`config.mk`:
```
export PLATFORM = sky130hd
export DESIGN_NAME = evt_irq_aggr
export DESIGN_NICKNAME = d
export VERILOG_FILES = /design/src/rtl/evt_irq_pkg.sv /design/src/rtl/evt_store.sv /design/src/rtl/mask_store.sv /design/src/rtl/line_driver.sv /design/src/rtl/evt_irq_aggr.sv
export SDC_FILE = /design/constraint.sdc
export NUM_CORES = 1
export LEC_CHECK = 0
export CORE_MARGIN = 2
export CORE_UTILIZATION = 30
export CTS_CLUSTER_SIZE = 25
export DETAILED_ROUTE_END_ITERATION = 8
export DONT_BUFFER_PORTS = 1
export PLACE_DENSITY = 0.44
export SKIP_LAST_GASP = 1
export SYNTH_ARGS = -nofsm -noshare
export SYNTH_HDL_FRONTEND = slang
export SYNTH_HIERARCHICAL = 1
export SYNTH_SLANG_ARGS = --single-unit
```
`constraint.sdc`:
```
create_clock -name clk -period 3 [get_ports clk]
set_input_delay 0.6 -clock clk [delete_from_list [all_inputs] [get_ports clk]]
set_output_delay 0.6 -clock clk [all_outputs]
set_load 0.005 [all_outputs]
```
`src/rtl/evt_irq_pkg.sv`:
```
// Package: shared constants and the fixed line-to-bit assignment of the
// masked event interrupt aggregator.
// Assumes: event word is WORD_W = 32 bits; the line order is a fixed
// sequence that does not follow bit order.
package evt_irq_pkg;

    localparam int NUM_LINES = 13;
    localparam int WORD_W    = 32;

    // Word position of the event bit that feeds interrupt line idx.
    function automatic int line_bit(input int idx);
        case (idx)
            0:       return 27;
            1:       return 26;
            2:       return 19;
            3:       return 20;
            4:       return 25;
            5:       return 24;
            6:       return 23;
            7:       return 21;
            8:       return 31;
            9:       return 28;
            10:      return 22;
            11:      return 29;
            12:      return 30;
            default: return 0;
        endcase
    endfunction

    // All word positions that carry a defined event bit.
    function automatic logic [WORD_W-1:0] defined_bits();
        logic [WORD_W-1:0] acc;
        acc = '0;
        for (int i = 0; i < NUM_LINES; i++) begin
            acc[line_bit(i)] = 1'b1;
        end
        return acc;
    endfunction

endpackage

```
`src/rtl/evt_store.sv`:
```
// Module: event store.
// Holds one pending flag per interrupt line, in line order. Flags are set by
// one-cycle pulses and cleared by a write-one-to-clear vector.
// Assumes: clr_i is already gathered into line order; a set in the same
// cycle as a clear of the same flag wins.
module evt_store #(
    parameter int NL = evt_irq_pkg::NUM_LINES
) (
    input  logic          clk,
    input  logic          rst_n,
    input  logic [NL-1:0] set_i,
    input  logic          clr_en_i,
    input  logic [NL-1:0] clr_i,
    output logic [NL-1:0] evt_o
);

    logic [NL-1:0] evt_q;
    logic [NL-1:0] clr_eff;

    // Qualify the clear vector with the write strobe.
    always_comb begin
        clr_eff = clr_en_i ? clr_i : '0;
    end

    // Update pending flags: clear first, then apply sets so a set wins.
    always_ff @(posedge clk) begin
        if (!rst_n) begin
            evt_q <= '0;
        end else begin
            evt_q <= (evt_q & ~clr_eff) | set_i;
        end
    end

    assign evt_o = evt_q;

endmodule

```
`src/rtl/mask_store.sv`:
```
// Module: enable word store.
// A plain WORD_W-bit register replaced in full on each write.
// Assumes: all bits are kept, including those with no event behind them,
// so software reads back what it wrote.
module mask_store #(
    parameter int WORD_W = evt_irq_pkg::WORD_W
) (
    input  logic              clk,
    input  logic              rst_n,
    input  logic              we_i,
    input  logic [WORD_W-1:0] wdata_i,
    output logic [WORD_W-1:0] mask_o
);

    logic [WORD_W-1:0] mask_q;

    // Load the whole word on a write, clear it on reset.
    always_ff @(posedge clk) begin
        if (!rst_n) begin
            mask_q <= '0;
        end else if (we_i) begin
            mask_q <= wdata_i;
        end
    end

    assign mask_o = mask_q;

endmodule

```
`src/rtl/line_driver.sv`:
```
// Module: interrupt line driver.
// Compares the masked active vector with the value currently driven and
// loads only the lines that differ; raises a one-cycle strobe for each line
// that took a new value.
// Assumes: active_i is combinational from the registers, so lines follow
// register changes by one clock.
module line_driver #(
    parameter int NL = evt_irq_pkg::NUM_LINES
) (
    input  logic          clk,
    input  logic          rst_n,
    input  logic [NL-1:0] active_i,
    output logic [NL-1:0] line_o,
    output logic [NL-1:0] upd_o
);

    logic [NL-1:0] line_q;
    logic [NL-1:0] upd_q;
    logic [NL-1:0] differs;

    // Lines whose wanted value is not the one being driven.
    always_comb begin
        differs = active_i ^ line_q;
    end

    for (genvar i = 0; i < NL; i++) begin : g_line
        // Per-line flop: load only on a difference, strobe that cycle.
        always_ff @(posedge clk) begin
            if (!rst_n) begin
                line_q[i] <= 1'b0;
                upd_q[i]  <= 1'b0;
            end else begin
                upd_q[i] <= differs[i];
                if (differs[i]) begin
                    line_q[i] <= active_i[i];
                end
            end
        end
    end

    assign line_o = line_q;
    assign upd_o  = upd_q;

endmodule

```
`src/rtl/evt_irq_aggr.sv`:
```
// Module: masked event interrupt aggregator (top).
// Decodes the register port, gathers write data into line order for the
// clear, scatters pending flags into the 32-bit event word for reads,
// masks pending flags with the enable word and hands the result to the
// line driver.
// Assumes: register reads are combinational and side-effect free; writes
// to unknown offsets are dropped.
module evt_irq_aggr #(
    parameter int                ADDR_W  = 10,
    parameter int                WORD_W  = evt_irq_pkg::WORD_W,
    parameter logic [ADDR_W-1:0] EVT_OFF = 10'h004,
    parameter logic [ADDR_W-1:0] MSK_OFF = 10'h008
) (
    input  logic                             clk,
    input  logic                             rst_n,
    input  logic                             reg_wr_en,
    input  logic [ADDR_W-1:0]                reg_addr,
    input  logic [WORD_W-1:0]                reg_wdata,
    output logic [WORD_W-1:0]                reg_rdata,
    input  logic [evt_irq_pkg::NUM_LINES-1:0] evt_set,
    output logic [evt_irq_pkg::NUM_LINES-1:0] irq_line,
    output logic [evt_irq_pkg::NUM_LINES-1:0] irq_upd
);

    localparam int NL = evt_irq_pkg::NUM_LINES;

    logic          hit_evt;
    logic          hit_msk;
    logic [NL-1:0] clr_vec;
    logic [NL-1:0] evt_q;
    logic [NL-1:0] active;
    logic [WORD_W-1:0] mask_q;
    logic [WORD_W-1:0] evt_word;

    // Address decode for the two registers.
    always_comb begin
        hit_evt = (reg_addr == EVT_OFF);
        hit_msk = (reg_addr == MSK_OFF);
    end

    for (genvar i = 0; i < NL; i++) begin : g_gather
        localparam int B = evt_irq_pkg::line_bit(i);
        // Pick this line's clear bit and build its masked active value.
        assign clr_vec[i] = reg_wdata[B];
        assign active[i]  = evt_q[i] & mask_q[B];
    end

    // Scatter pending flags to their word positions; other bits stay zero.
    always_comb begin
        evt_word = '0;
        for (int i = 0; i < NL; i++) begin
            evt_word[evt_irq_pkg::line_bit(i)] = evt_q[i];
        end
    end

    // Read multiplexer; unknown offsets read zero.
    always_comb begin
        if (hit_evt) begin
            reg_rdata = evt_word;
        end else if (hit_msk) begin
            reg_rdata = mask_q;
        end else begin
            reg_rdata = '0;
        end
    end

    evt_store #(.NL(NL)) u_evt (
        .clk      (clk),
        .rst_n    (rst_n),
        .set_i    (evt_set),
        .clr_en_i (reg_wr_en & hit_evt),
        .clr_i    (clr_vec),
        .evt_o    (evt_q)
    );

    mask_store #(.WORD_W(WORD_W)) u_msk (
        .clk     (clk),
        .rst_n   (rst_n),
        .we_i    (reg_wr_en & hit_msk),
        .wdata_i (reg_wdata),
        .mask_o  (mask_q)
    );

    line_driver #(.NL(NL)) u_drv (
        .clk      (clk),
        .rst_n    (rst_n),
        .active_i (active),
        .line_o   (irq_line),
        .upd_o    (irq_upd)
    );

endmodule

```
==> metrics.md, run 1 <==
| Metric | Value |
|---|---|
| Status | completed |
| Complex-gate fraction of the synthesized area | 0.0903 |
| CTS buffer count | 9 |
| CP endpoint kind | output port |
| Post-synth ARST share | 0 |
| Starting Density | 0.305 |
| Min Clock Period, post-route | 2.61 ns |
| FF-to-FF Start | u_evt/evt_o[9] |
| Sink Count | 71 |
| Slowest stage delay, CP | 0.64 ns |
| Vias in the first global route | 2130 |
| Worst Setup Start Kind | input pin |
| Post-CTS Repair Setup Buffers | 0 |
| Met1 wire length | 3600 um |
| Diode count | 0 |
| H-Tree Depth | 3 |
| Synth top area cells | dfxtp_1 41%, mux2i_1 9.3%, and2_1 7.1% |
| Max-slew violation count | 0 |
| Synth Cell Area | 3450 um^2 |
| Count of buffers from port buffering | 0 |
| RR Endpoint | u_drv/upd_o[9] |
| Avg Inst Size Synth | 10.3 um^2 |
| Worst R2R Setup Slack | 2.10 ns |
| Die Footprint | 12400 um^2 |
| RSZ-0062 raised after global routing | false |
| Worst R2R Path Depth | 3 |
| Synth cell types | 25 |
| Post-layout util | 0.332 |
| Worst Path Required | 2.40 ns |
| Achievable Freq | 384 MHz |
| Maximum root-to-sink buffer count | 2 |
| CTS Root Cell | clkbuf_16 |
| Leak pwr | 1.25 nW |
| I/O Pins | 116 |
| Worst-margin pin slew | 0.611 ns |
| Die H | 111 um |
| Synth warn | 6 |
| Share of the synthesized area in the top cell type | 0.412 |
| Yosys reg bits | 71 |
| Mapped Cells | 336 |
| Hold-fix buffers, CTS | 0 |
| Max cap viols | 0 |
| Syn-to-layout area delta | 9.07% |
| Initial antenna violation count | 0 |
| Setup TNS | 0 ns |
| Critical path class | in2out |
| Critical Path Stages | 3 |
| Leading area contributor after synthesis | dfxtp_1 |
| DR WL met3 | 722 um |
| Post-synth top cells | 71 x dfxtp_1, 39 x and2_1, 33 x inv_1 |
| Simple-gate share of the synthesized area | 0.268 |
| Critical Path Fanout Max | 34 |
| Slowest stage cell, crit path | or4_2 |
| Share of cells above drive strength 1 | 0.160 |
| XOR/XNOR share of the synthesized area | 0.0330 |
| Site Rows | 39 |
| Seq/Total Area, Yosys | 0.412 |
| Net count, final | 385 |
| VDD IR max | 0.344 mV |
| PwrDens | 569 nW/um^2 |
| Die span in x | 111 um |
| Gr usage total | 0.135 |
| Drt pass-1 iters | 4 |
| Largest family of logic cells by synthesized area | simple AND/OR/NAND/NOR gates |
| Worst Path Buf+Inv | 1 |
| Mux share of post-synthesis cell area | 0.0929 |
| Post-synthesis net count | 394 |
| Critical path origin | reg_addr[9] |
| Kind of cell adding the most delay to the critical path | simple AND/OR/NAND/NOR gates |
| Crit path arrival time | 2.01 ns |
| CTS tree | built |
| # setup viols final | 0 |
| Post-DRT Antenna Nets | 0 |
| Final Cycle Share | 0.869 |
| First-pass GRT wire length | 12500 um |
| Top-count cell post-synth | dfxtp_1 |
| Crit path cell chain | or4_2 -> buf_4 -> a211oi_1 |
| Number of DRC markers in iteration 0 | 91 |
| Main flop type after synthesis | dfxtp_1 |
| Detailed Route WL | 7980 um |
| Uppermost routed layer | met4 |
| DR vias/cell | 4.75 |
| Placer Congestion | 0.728 |
| Slew margin rel. | 0.593 |
| Pin count of the biggest net entering global routing | 72 |
| Final Hold Viols | 0 |
| Cts repair resizes | 0 |
| Met2 Routed Length | 3540 um |
| Adder-cell area share of the yosys netlist | 0 |
| Worst skew pair latency | 0.35 ns |
| Vias after detailed routing | 2255 |
| Clock slew at reported path FFs | 0.06 ns |
| Final setup skew | 0.00654 ns |
| Wire per inst | 16.8 um |
| Post-synth EDFFs | 0 |
| CORE AREA | 11300 um^2 |
| Worst setup path end | reg_rdata[29] |
| Grt ovf | 0 |
| Hold Path Class | in2reg |
| Detailed Place HPWL | 5150 um |
| DRC | 0 |
-- cells in the final DEF, fill, tap and decap left out --
| cell type | netlist | layout |
|---|---|---|
| nor4_2 | 15 | 17 |
| dfxtp_1 | 71 | 71 |
| nor4_4 | 2 | 2 |
| bufinv_16 | 0 | 1 |
| nor4_1 | 4 | 2 |
| a211oi_1 | 12 | 12 |
| nand2b_1 | 1 | 1 |
| clkbuf_16 | 0 | 9 |
| a211oi_2 | 1 | 1 |
| mux2i_1 | 32 | 32 |
| or4_2 | 0 | 1 |
| and2_1 | 39 | 39 |
| nand2_1 | 1 | 1 |
| buf_4 | 3 | 6 |
| clkinv_2 | 0 | 2 |
| a31oi_2 | 10 | 10 |
| or4_4 | 1 | 1 |
| nand3b_1 | 26 | 26 |
| inv_1 | 33 | 33 |
| a31oi_1 | 3 | 3 |
| nor2b_1 | 32 | 32 |
| xor2_1 | 13 | 13 |
| o21ai_1 | 13 | 13 |
| clkbuf_8 | 0 | 3 |
| clkbuf_1 | 8 | 1 |
-- routing by layer --
metal | up-vias | GRT usage
met4 | 0 | 0.0519
met2 | 74 | 0.196
met3 | 8 | 0.0809
met5 | - | 0
li1 | 1121 | -
met1 | 1052 | 0.164
-- cell families (layout without fill, tap and decap cells) --
family          count (synthesis)  in the layout
compound gates                 39             39
xor+xnor                       13             13
buf+inv                        59             55
flops                          71             71
mux                            32             32
simple gates                  122            122
-- worst min path at each step --
stage	startpoint	to	slack, ns	cells after the start
after floorplan	u_msk/mask_o[0]	u_msk/mask_o[0]	0.48	2
after global placement	u_msk/mask_o[1]	u_msk/mask_o[1]	0.50	2
after detailed placement	u_msk/mask_o[9]	u_msk/mask_o[9]	0.51	2
after CTS	reg_wdata[28]	u_evt/evt_o[9]	0.34	1
after global routing	reg_wdata[23]	u_evt/evt_o[6]	0.34	1
final	reg_wdata[27]	u_evt/evt_o[0]	0.36	1
-- stage by stage --
stage,power [mW],std cells,setup WS (ns),hold slack (ns),cell area [um^2]
final,2.14,475,0.394,0.360,3760
after global routing,2.23,475,0.320,0.340,3760
after CTS,2.18,475,0.371,0.339,3760
after detailed placement,1.05,459,0.308,0.508,3450
after global placement,1.04,459,0.331,0.497,3450
after floorplan,1.06,336,0.731,0.483,3450
-- where the power goes --
| group | internal [mW] | total (mW) | switching, mW | leakage, nW |
|---|---|---|---|---|
| Combinational | 0.0293 | 0.0600 | 0.0307 | 0.518 |
| Clock | 0.709 | 1.12 | 0.406 | 0.156 |
| Sequential | 0.956 | 0.965 | 0.00921 | 0.576 |
| Total | 1.69 | 2.14 | 0.446 | 1.25 |
-- sequential cells by signal, indices dropped and copies added (netlist names) --
name / flops
u_drv/upd_o: 13
u_drv/line_o: 13
u_evt/evt_o: 13
u_msk/mask_o: 32
-- area by class of cell --
cell class	instances	area [um^2]
clock inverters	3	40.0
clock buffers	13	270
inverters	33	124
fillers	1161	7560
well taps	143	179
flip-flops and latches	71	1420
multi-input cells	206	1680
repair buffers	6	45.0
Power figures use the tool's default switching activity.
==> inputs of run 2 (changes only) <==
--- a/config.mk
+++ b/config.mk
@@ -6,4 +6,5 @@
 export NUM_CORES = 1
 export LEC_CHECK = 0
+export CORE_ASPECT_RATIO = 0.9
 export CORE_MARGIN = 2
 export CORE_UTILIZATION = 30
==> constraint.sdc (replaced) <==
create_clock -name clk -period 3 [get_ports clk]
set_input_delay 0.75 -clock clk [delete_from_list [all_inputs] [get_ports clk]]
set_output_delay 0.75 -clock clk [all_outputs]
set_load 0.005 [all_outputs]
==> run 2 against run 1 <==
Core utilization is 0.56 points higher; total power is 1.9% lower; via count is 0.22% lower; register-to-register slack hardly changed; sequential power hardly changed; non-clock buffer count is 7 higher.
==> metrics.md, run 2 (same netlist as run 1, synthesis figures left out) <==
| Metric | Value |
|---|---|
| Hold Path Class | in2reg |
| Die H | 106 um |
| CTS Root Cell | clkbuf_16 |
| Crit path arrival time | 2.10 ns |
| Cts repair resizes | 0 |
| Worst R2R Path Depth | 3 |
| Die Footprint | 12400 um^2 |
| Slew margin rel. | 0.626 |
| Leak pwr | 1.28 nW |
| Min Clock Period, post-route | 2.85 ns |
| Worst R2R Setup Slack | 2.09 ns |
| Placer Congestion | 0.659 |
| Pre-CTS setup slack | 0.148 ns |
| RSZ-0062 raised after global routing | false |
| Number of DRC markers in iteration 0 | 95 |
| PwrDens | 548 nW/um^2 |
| Power share of the sequential group | 0.460 |
| Net count, final | 392 |
| Setup TNS | 0 ns |
| Initial antenna violation count | 0 |
| Critical Path Fanout Max | 34 |
| Max FFs per register | 32 |
| Sink Count | 71 |
| Starting Density | 0.304 |
| Sw Share | 0.215 |
| Post-route cell area | 3830 um^2 |
| Worst setup path end | reg_rdata[29] |
| I/O Pins | 116 |
| Site Rows | 37 |
| Syn-to-layout area delta | 11.1% |
| Post-CTS Repair Setup Buffers | 0 |
| Post-DRT Antenna Nets | 0 |
| Min-Delay Startpoint | reg_wdata[31] |
| Detailed Place HPWL | 5220 um |
| Fill cell count | 1184 |
| Wire per inst | 16.1 um |
| Die span in x | 117 um |
| Vias in the first global route | 2212 |
| Commonest non-fill, non-tap cells in the layout | 71 x dfxtp_1, 39 x and2_1, 33 x inv_1 |
| Status | completed |
| # setup viols final | 0 |
| DR vias/cell | 4.55 |
| Count of buffers from port buffering | 0 |
| CP endpoint kind | output port |
| Maximum root-to-sink buffer count | 2 |
| H-Tree Depth | 3 |
| Combinational share of power | 0.029 |
| Post-Layout Cell Count | 495 |
| FF-to-FF Start | u_evt/evt_o[9] |
| Gr usage total | 0.136 |
| Share of cells above drive strength 1 | 0.180 |
| Grt ovf | 0 |
| Fin worst setup slack | 0.151 ns |
| Power, Total | 2.10 mW |
| Worst Setup Start Kind | input pin |
| CTS tree | built |
| Worst-margin pin slew | 0.561 ns |
| Inst Count DP | 479 |
| Worst Path Required | 2.25 ns |
| Worst skew pair latency | 0.34 ns |
| VDD IR max | 0.252 mV |
| Final Hold Viols | 0 |
| Final Cycle Share | 0.950 |
| Achievable Freq | 351 MHz |
| Clock group share of total power | 0.511 |
| Pint | 1.65 mW |
| Psw | 452 uW |
| Max-slew violation count | 0 |
| First-pass GRT wire length | 12300 um |
| Final setup skew | 0.00314 ns |
| Diode count | 0 |
| Critical path class | in2out |
| DP Area | 3530 um^2 |
| Detailed Route WL | 7970 um |
| CORE AREA | 11300 um^2 |
| Clock slew at reported path FFs | 0.06 ns |
| Drt pass-1 iters | 4 |
| DRC | 0 |
| Hold-fix buffers, CTS | 0 |
| Commonest non-fill, non-tap cell in the layout | dfxtp_1 |
| Max cap viols | 0 |
| RR Endpoint | u_drv/upd_o[9] |
| CTS buffer count | 9 |
| Critical path origin | reg_addr[1] |
| Pin count of the biggest net entering global routing | 72 |
| Vias after detailed routing | 2250 |
==> run 2: changes by cell type in the layout (fill, tap and decap cells not counted), sizes merged <==
cell,before,now
buf,6,13
clkbuf,13,10
clkinvlp,0,2
clkinv,2,3
==> run 2: critical path: stages <==
cell and delay [ns]:
or4_4 0.80, a211oi_1 0.37, buf_4 0.17
==> run 2: final cells by class <==
cell class	instances	area (um^2)	share of cell area
Clock buffer	10	239	0.0624
Multi-Input combinational cell	206	1680	0.439
Timing Repair Buffer	13	110	0.0287
Inverter	33	124	0.0323
Sequential cell	71	1420	0.371
Tap cell	156	195	0.0509
Clock inverter	6	60.1	0.0157
==> run 2: metrics by stage <==
| step | utilization | hold WS (ns) |
|---|---|---|
| finish | 0.338 | 0.513 |
| detailed placement | 0.312 | 0.501 |
| CTS | 0.338 | 0.495 |
| global route | 0.338 | 0.498 |
| floorplan | - | 0.483 |
| global placement | 0.312 | 0.497 |
==> run 2: how the worst min path moves through the flow <==
stage / slack, ns / end / cells after the start
finish: 0.51 / u_evt/evt_o[8] / 1
global route: 0.50 / u_evt/evt_o[8] / 1
CTS: 0.50 / u_evt/evt_o[8] / 1
detailed placement: 0.50 / u_msk/mask_o[18] / 2
global placement: 0.50 / u_msk/mask_o[1] / 2
floorplan: 0.48 / u_msk/mask_o[0] / 2
==> run 2: metal layers <==
layer  wire length (um)  up-vias  share of wire  GRT usage
met2               3490       73           0.44      0.198
met1               3630     1034           0.46      0.169
li1                   -     1132              -          -
met5                  0        -              0          0
met4                151        0          0.019     0.0580
met3                695       11          0.087     0.0644
==> run 2: power groups by stage <==
| stage | Combinational (mW) | Sequential (mW) | Clock, mW |
|---|---|---|---|
| 6_report | 0.0610 | 0.965 | 1.07 |
| 5_1_grt | 0.0666 | 0.967 | 1.15 |
| 4_1_cts | 0.0615 | 0.965 | 1.12 |
| 3_5_place_dp | 0.0611 | 0.986 | 0 |
| 3_3_place_gp | 0.0602 | 0.986 | 0 |
| 2_1_floorplan | 0.0740 | 0.983 | 0 |
